$ cat config.mk
export PLATFORM = sky130hd
export DESIGN_NAME = crt_cursor_skew
export DESIGN_NICKNAME = d
export VERILOG_FILES = /design/src/rtl/crt_cursor_skew.sv
export SDC_FILE = /design/constraint.sdc
export NUM_CORES = 1
export LEC_CHECK = 0
export ABC_AREA = 1
export CORE_MARGIN = 4
export CORE_UTILIZATION = 30
export CTS_CLUSTER_SIZE = 24
export DETAILED_ROUTE_END_ITERATION = 16
export GPL_ROUTABILITY_DRIVEN = 0
export PLACE_DENSITY_LB_ADDON = 0.15
export SETUP_SLACK_MARGIN = 0.15
export SLEW_MARGIN = 20
export SYNTH_ARGS = -nofsm -noshare
export SYNTH_HDL_FRONTEND = slang
export SYNTH_SLANG_ARGS = --single-unit
export TNS_END_PERCENT = 5
$ cat constraint.sdc
create_clock -name clk -period 3.5 [get_ports clk]
set_input_delay 0.7 -clock clk [delete_from_list [all_inputs] [get_ports clk]]
set_output_delay 0.7 -clock clk [all_outputs]
set_load 0.05 [all_outputs]
$ cat src/rtl/crt_cursor_skew.sv
module crt_cursor_skew #(
  parameter int ADDR_W  = 14,
  parameter int RA_W    = 5,
  parameter int BLINK_W = 5
) (
  input  logic              clk,
  input  logic              rst_n,
  input  logic [ADDR_W-1:0] refresh_addr,
  input  logic [ADDR_W-1:0] cursor_addr,
  input  logic [RA_W-1:0]   raster_addr,
  input  logic [RA_W+1:0]   start_cfg,
  input  logic [RA_W-1:0]   cursor_end,
  input  logic              field_pulse,
  input  logic              de_in,
  input  logic [1:0]        de_skew,
  input  logic [1:0]        cur_skew,
  output logic              de_out,
  output logic              cursor_out
);
  localparam int FAST_BIT = BLINK_W - 2;
  localparam int SLOW_BIT = BLINK_W - 1;

  logic [BLINK_W-1:0] field_cnt;
  logic [1:0]         mode;
  logic [RA_W-1:0]    start_row;
  logic               in_window, blink_on, cur_raw;
  logic [1:0]         d1, d2, raw, sel0, sel1;

  assign start_row = start_cfg[RA_W-1:0];
  assign mode      = start_cfg[RA_W+1:RA_W];
  assign in_window = (refresh_addr == cursor_addr) &&
                     (raster_addr >= start_row) && (raster_addr <= cursor_end);

  always_comb begin
    case (mode)
      2'b00:   blink_on = 1'b1;
      2'b01:   blink_on = 1'b0;
      2'b10:   blink_on = ~field_cnt[FAST_BIT];
      default: blink_on = ~field_cnt[SLOW_BIT];
    endcase
  end

  assign cur_raw = in_window && blink_on && de_in;

  always_ff @(posedge clk or negedge rst_n)
    if (!rst_n)           field_cnt <= '0;
    else if (field_pulse) field_cnt <= field_cnt + 1'b1;

  assign raw  = {cur_raw, de_in};
  assign sel0 = {cur_skew[0], de_skew[0]};
  assign sel1 = {cur_skew[1], de_skew[1]};

  logic [1:0] tap;
  for (genvar i = 0; i < 2; i++) begin : g_skew
    always_ff @(posedge clk or negedge rst_n)
      if (!rst_n) begin
        d1[i] <= 1'b0;
        d2[i] <= 1'b0;
      end else begin
        d1[i] <= raw[i];
        d2[i] <= d1[i];
      end
    always_comb begin
      case ({sel1[i], sel0[i]})
        2'b00:   tap[i] = raw[i];
        2'b01:   tap[i] = d1[i];
        2'b10:   tap[i] = d2[i];
        default: tap[i] = 1'b0;
      endcase
    end
  end

  assign de_out     = tap[0];
  assign cursor_out = tap[1];
endmodule

==> metrics.yaml, run 1 <==
logic_synthesis:
  syn_avg_cell_area_um2: 6.298
  yosysSeqAreaShare_pct: 24.16
  synthCells: 148
  async_flop_share_pct: 100.0
  synth-edff-count: 0
  synth_cell_types: 22
  ys_warn_count: 0
  synth_fp_nets: 212
  syn-cell-area_um2: 932.1
  synth_ff_type: "dfrtp_1"
  synth-seq-cells: 9
run:
  max-cap-violations: 0
place:
  hpwlAfterDp_um: 2078
  port_buffers: 54
  placedCellCount: 233
  detailedPlace.worstSlack_ps: 465.5
clocking:
  cts_setup_buffers: 0
  post_cts_resized: 0
  root_buffer: "clkbuf_4"
  clockBufferDepth: 2
  cts_buffers: 3
  path_clk_slew_ps: 60
  htreeDepth: 1
  cts_sinks: 9
  cts_tree: "yes"
  hold_buffers: 0
  clock_latency_ps: 260
final_layout:
  layout_commonest_cell: "clkdlybuf4s50_1"
  antennaDiodeCount: 0
  final_cells: 237
  fin_nets: 271
  layout-drive-gt1-share_pct: 3.398
  area_growth_pct: 66.04
  layout_common_cells: "clkdlybuf4s50_1, nand2_1, inv_1"
power:
  p_leak_nw: 0.8394
  p_comb_share_pct: 42.9
  vdd_ir_drop_max_mv: 0.09381
  intPower_w: 0.0002884
  powerDensity_nw_per_um2: 275.1
  finalPower_w: 0.0004257
  switching_share_pct: 32.25
  power.share.sequential_pct: 38.3
  netSwitchingPower_w: 0.0001373
  clockPowerShare_pct: 18.8
drt:
  viasPerCell: 4.359
  routed_wl_um: 2261
  ant_nets: 0
  drc: 0
  vias: 1033
  drt_first_pass_iters: 4
  wl_per_cell_um: 9.540
  drt_iter0_drc: 36
timing:
  finalHoldViolCount: 0
  post-route-min-period_ps: 3028
  rsz0062_at_grt: "no"
  fin_tns_setup_ps: 0
  setup_viol: 0
  final.period_utilization_pct: 86.50
  max_slew_margin_pct: 66.51
  report.final.slew_viol_count: 0
  fin_skew_ps: 2.365
  tightestPinTransition_ps: 500.8
  holdWs_ps: 382.1
  setup_ws_ps: 472.4
  fmax_ghz: 0.3303
global_routing:
  overflow: 0
  grt_max_degree: 10
  grt_pass1_wl_um: 3919
  grt_pass1_vias: 985
  antenna_found_initial: 0
  grt_usage_pct: 11.76
worst_setup_path:
  reg2reg_slack_ps: 2420
  cp-endpoint: "cursor_out"
  end_kind: "primary output"
  start_kind: "primary input"
  rr_startpoint: "field_cnt[0]"
  ff2ff_path_depth: 2
  path_max_fanout: 2
  startpoint: "cursor_end[2]"
  cp_data_arrival_time_ps: 2330
  critPathRequiredTime_ps: 2800
  worstReg2RegEnd: "field_cnt[1]"
  worstSetupPathType: "in2out"
floorplan:
  die_area_um2: 4063
  die_y_um: 63.74
  rows: 19
  die_x_um: 63.74
  start_util_pct: 32.68
  coreArea_um2: 2853
  io_pins: 55
status:
  status: "finished, final reports clean"
hold_path:
  hp-class: "reg2reg"
-- power groups by stage --
| stage | registers [W] | clock network [W] | logic [W] |
|---|---|---|---|
| after CTS | 0.000164 | 0.0000835 | 0.000185 |
| after global placement | 0.000162 | 0 | 0.000175 |
| after floorplan | 0.000158 | 0 | 0.0000960 |
| final | 0.000163 | 0.0000801 | 0.000182 |
| after global routing | 0.000167 | 0.0000903 | 0.000206 |
| after detailed placement | 0.000166 | 0 | 0.000185 |
-- logic make-up after synthesis --
kind of cell               Yosys count  synth area share (%)
AOI/OAI and AO/OA                   10                 6.175
muxes                                1                 1.208
DFF                                  9                 24.16
adders and majority gates           11                 14.76
buffers and inverters               38                 15.30
and+or+nand+nor                     73                 32.75
xor gates and xnor gates             6                 5.638
-- per-stage QoR --
step           util (%)  cell area (um^2)
2_1_floorplan         -             932.1
3_3_place_gp      53.33              1521
3_5_place_dp      53.33              1521
4_1_cts           54.25              1548
5_1_grt           54.25              1548
6_report          54.25              1548
-- registers in the layout, indices dropped and copies added (netlist names) --
signal     flops
d1             2
d2             2
field_cnt      5
-- worst max-delay path, stage by stage --
cell and delay, ps:
clkdlybuf4s50_1 450, inv_1 40, ha_1 280, nand2_1 70
inv_1 40, o21bai_1 140, nand2_1 70, o21ai_1 170
nand4_1 110, nand2_1 120, buf_12 150
-- worst min-delay path by stage --
stage	from	to	slack, ps	cells past startpoint
final	d1[1]	d2[1]	380	0
after global routing	d1[1]	d2[1]	390	0
after CTS	d1[1]	d2[1]	380	0
after detailed placement	d1[1]	d2[1]	370	0
after global placement	d1[1]	d2[1]	370	0
after floorplan	d1[0]	d2[0]	350	0
-- synth_stat cells (2+ instances only) --
library cell,n,area [um^2]
nand2_1,47,176.4
o21ai_1,2,10.01
nor2_1,15,56.30
nand3_1,3,15.01
xor2_1,4,35.03
dfrtp_1,9,225.2
xnor2_1,2,17.52
nand4_1,3,18.77
inv_1,37,138.9
o21ai_0,3,15.01
ha_1,11,137.6
a21oi_1,2,10.01
-- routing by layer --
layer	track usage [%]	vias to the layer above	wire length, um
li1	-	564	-
met1	13.18	433	911
met2	21.51	34	1212
met3	2.977	2	123
met4	4.043	0	14
met5	0	-	0
-- final cells by class --
type / instances / area (um^2)
Fill cell: 285 / 1305
Multi-Input combinational cell: 101 / 564.3
Timing Repair Buffer: 54 / 550.5
Sequential cell: 9 / 225.2
Inverter: 38 / 142.6
Tap cell: 31 / 38.79
Clock buffer: 4 / 26.28
Power figures use the tool's default switching activity.
==> inputs of run 2 (changes only) <==
Settings changed: CORE_ASPECT_RATIO from default to 1.2, CTS_CLUSTER_SIZE 24 to default.
==> metrics.yaml, run 2 (synthesis results as in run 1) <==
global_routing:
  grt_usage_pct: 12.02  # was 11.76%
  antenna_found_initial: 0  # unchanged
  use_met3_pct: 1.493  # was 2.977%
  use_met2_pct: 21.25  # was 21.51%
  grt_max_degree: 10  # unchanged
  grtUsageMet1_pct: 13.19  # was 13.18%
  grt_pass1_vias: 995  # was 985
  gr-max-usage-layer: "met2"  # unchanged
  grt_pass1_wl_um: 3905  # was 3919 um
  overflow: 0  # unchanged
place:
  port_buffers: 54  # unchanged
  hpwlAfterDp_um: 2099  # was 2078 um
  place_area_um2: 1525  # was 1521 um^2
  placedCellCount: 236  # was 233
timing:
  setup_viol: 0  # unchanged
  finalHoldViolCount: 0  # unchanged
  rsz0062_at_grt: "no"  # unchanged
  fin_skew_ps: 0.4388  # was 2.365 ps
  fmax_ghz: 0.3316  # was 0.3303 GHz
  tightestPinTransition_ps: 498.7  # was 500.8 ps
  report.final.slew_viol_count: 0  # unchanged
  max_slew_margin_pct: 66.65  # was 66.51%
  holdWs_ps: 371.4  # was 382.1 ps
  post-route-min-period_ps: 3015  # was 3028 ps
  fin_tns_setup_ps: 0  # unchanged
  final.period_utilization_pct: 86.15  # was 86.50%
power:
  vdd_ir_drop_max_mv: 0.2302  # was 0.09381 mV
  intPower_w: 0.0002868  # was 0.0002884 W
  p_comb_share_pct: 42.7  # was 42.9%
  powerDensity_nw_per_um2: 266.6  # was 275.1 nW/um^2
  switching_share_pct: 30.67  # was 32.25%
  finalPower_w: 0.0004136  # was 0.0004257 W
  clockPowerShare_pct: 18.4  # was 18.8%
  power.share.sequential_pct: 38.9  # was 38.3%
  p_leak_nw: 0.8394  # unchanged
  netSwitchingPower_w: 0.0001268  # was 0.0001373 W
clocking:
  post_cts_resized: 0  # unchanged
  cts_tree: "yes"  # unchanged
  path_clk_slew_ps: 50  # was 60 ps
  htreeDepth: 1  # unchanged
  cts_sinks: 9  # unchanged
  clockBufferDepth: 2  # unchanged
  clock_latency_ps: 250  # was 260 ps
  hold_buffers: 0  # unchanged
  cts_buffers: 3  # unchanged
  cts_setup_buffers: 0  # unchanged
  root_buffer: "clkbuf_4"  # unchanged
worst_setup_path:
  critPathRequiredTime_ps: 2800  # about the same
  path_max_fanout: 3  # was 2
  cpMaxStageDelayCell: "clkdlybuf4s50_1"  # unchanged
  cp_data_arrival_time_ps: 2320  # was 2330 ps
  path_cells: "clkdlybuf4s50_1 > nor2_1 > o31ai_1 > clkdlybuf4s50_1"  # was clkdlybuf4s50_1 > inv_1 > ha_1 > nand2_1 > inv_1 > o21bai_1 > nand2_1 > o21ai_1 > nand4_1 > nand2_1 > buf_12
  startpoint: "de_in"  # was cursor_end[2]
  max_stage_delay_ps: 840  # was 450 ps
  start_kind: "primary input"  # unchanged
  worstSetupPathType: "in2out"  # unchanged
  crit_buf_inv: 2  # was 4
  rr_startpoint: "field_cnt[0]"  # unchanged
  ff2ff_path_depth: 2  # unchanged
  worstReg2RegEnd: "field_cnt[1]"  # unchanged
  end_kind: "primary output"  # unchanged
  path_delay_family: "buffers and inverters"  # unchanged
  reg2reg_slack_ps: 2430  # was 2420 ps
  path_common_cell: "clkdlybuf4s50_1"  # was nand2_1
final_layout:
  layout-drive-gt1-share_pct: 3.398  # unchanged
  layout_commonest_cell: "clkdlybuf4s50_1"  # unchanged
  area_growth_pct: 66.44  # was 66.04%
  final_cell_area_um2: 1551  # was 1548 um^2
  seqCellArea_um2: 225.2  # unchanged
  final_cells: 240  # was 237
  largestRegisters: "field_cnt (5), d1 (2), d2 (2)"  # unchanged
  largest-register: "field_cnt"  # unchanged
  fin_nets: 271  # unchanged
  antennaDiodeCount: 0  # unchanged
  layout_common_cells: "clkdlybuf4s50_1, nand2_1, inv_1"  # unchanged
  largest_register_ffs: 5  # unchanged
  multi_input_area_um2: 564.3  # unchanged
  nFillCells: 309  # was 285
drt:
  wl_per_cell_um: 9.375  # was 9.540 um
  drc: 0  # unchanged
  drt_iter0_drc: 15  # was 36
  drt_first_pass_iters: 4  # unchanged
  viasPerCell: 4.221  # was 4.359
  ant_nets: 0  # unchanged
  vias: 1013  # was 1033
  routed_wl_um: 2250  # was 2261 um
status:
  status: "finished, final reports clean"  # unchanged
floorplan:
  rows: 21  # was 19
  start_util_pct: 32.25  # was 32.68%
  io_pins: 55  # unchanged
  die_y_um: 69.06  # was 63.74 um
  coreArea_um2: 2890  # was 2853 um^2
  die_area_um2: 4067  # was 4063 um^2
  die_x_um: 58.89  # was 63.74 um
hold_path:
  hold_start: "d1[1]"  # unchanged
  hp-class: "reg2reg"  # unchanged
  hold_end: "d2[1]"  # unchanged
  min_path_cells: 0  # unchanged
run:
  max-cap-violations: 0  # unchanged
## run 2: cell counts in the layout (fill, tap and decap cells not counted)
Identical to the previous run, type by type.
## run 2: final cells by class
| cell class | instances | share of cell area, % |
|---|---|---|
| inverter | 38 | 9.194 |
| sequential | 9 | 14.52 |
| clock buffer | 4 | 1.694 |
| timing repair buffer | 54 | 35.48 |
| tap | 34 | 2.742 |
| multi-input combinational | 101 | 36.37 |
## run 2: metal layers
metal | share of wire (%) | up-vias | wire length [um]
met5 | 0 | - | 0
met4 | 2.0 | 0 | 45
met3 | 7.6 | 4 | 172
met2 | 53 | 30 | 1197
met1 | 37 | 416 | 834
li1 | - | 563 | -
## run 2: through the flow
stage          utilization (%)  setup slack, ps
6_report                 53.68            484.7
4_1_cts                  53.68            466.1
3_3_place_gp             52.77            505.0
3_5_place_dp             52.77            469.5
5_1_grt                  53.68            335.1
2_1_floorplan                -            838.7
## run 2: worst max path at each step
stage                      end  slack, ps  cells past startpoint
global route        cursor_out        340                     12
floorplan               de_out        840                      3
CTS                     de_out        470                      4
detailed placement      de_out        470                      4
global placement        de_out        510                      4
finish                  de_out        480                      4
## run 2: power by group through the flow
stage | registers, W | clock network [W] | logic, W
floorplan | 0.000158 | 0 | 0.0000960
global placement | 0.000161 | 0 | 0.000174
detailed placement | 0.000163 | 0 | 0.000179
CTS | 0.000161 | 0.0000808 | 0.000180
global route | 0.000167 | 0.0000865 | 0.000203
finish | 0.000161 | 0.0000759 | 0.000177
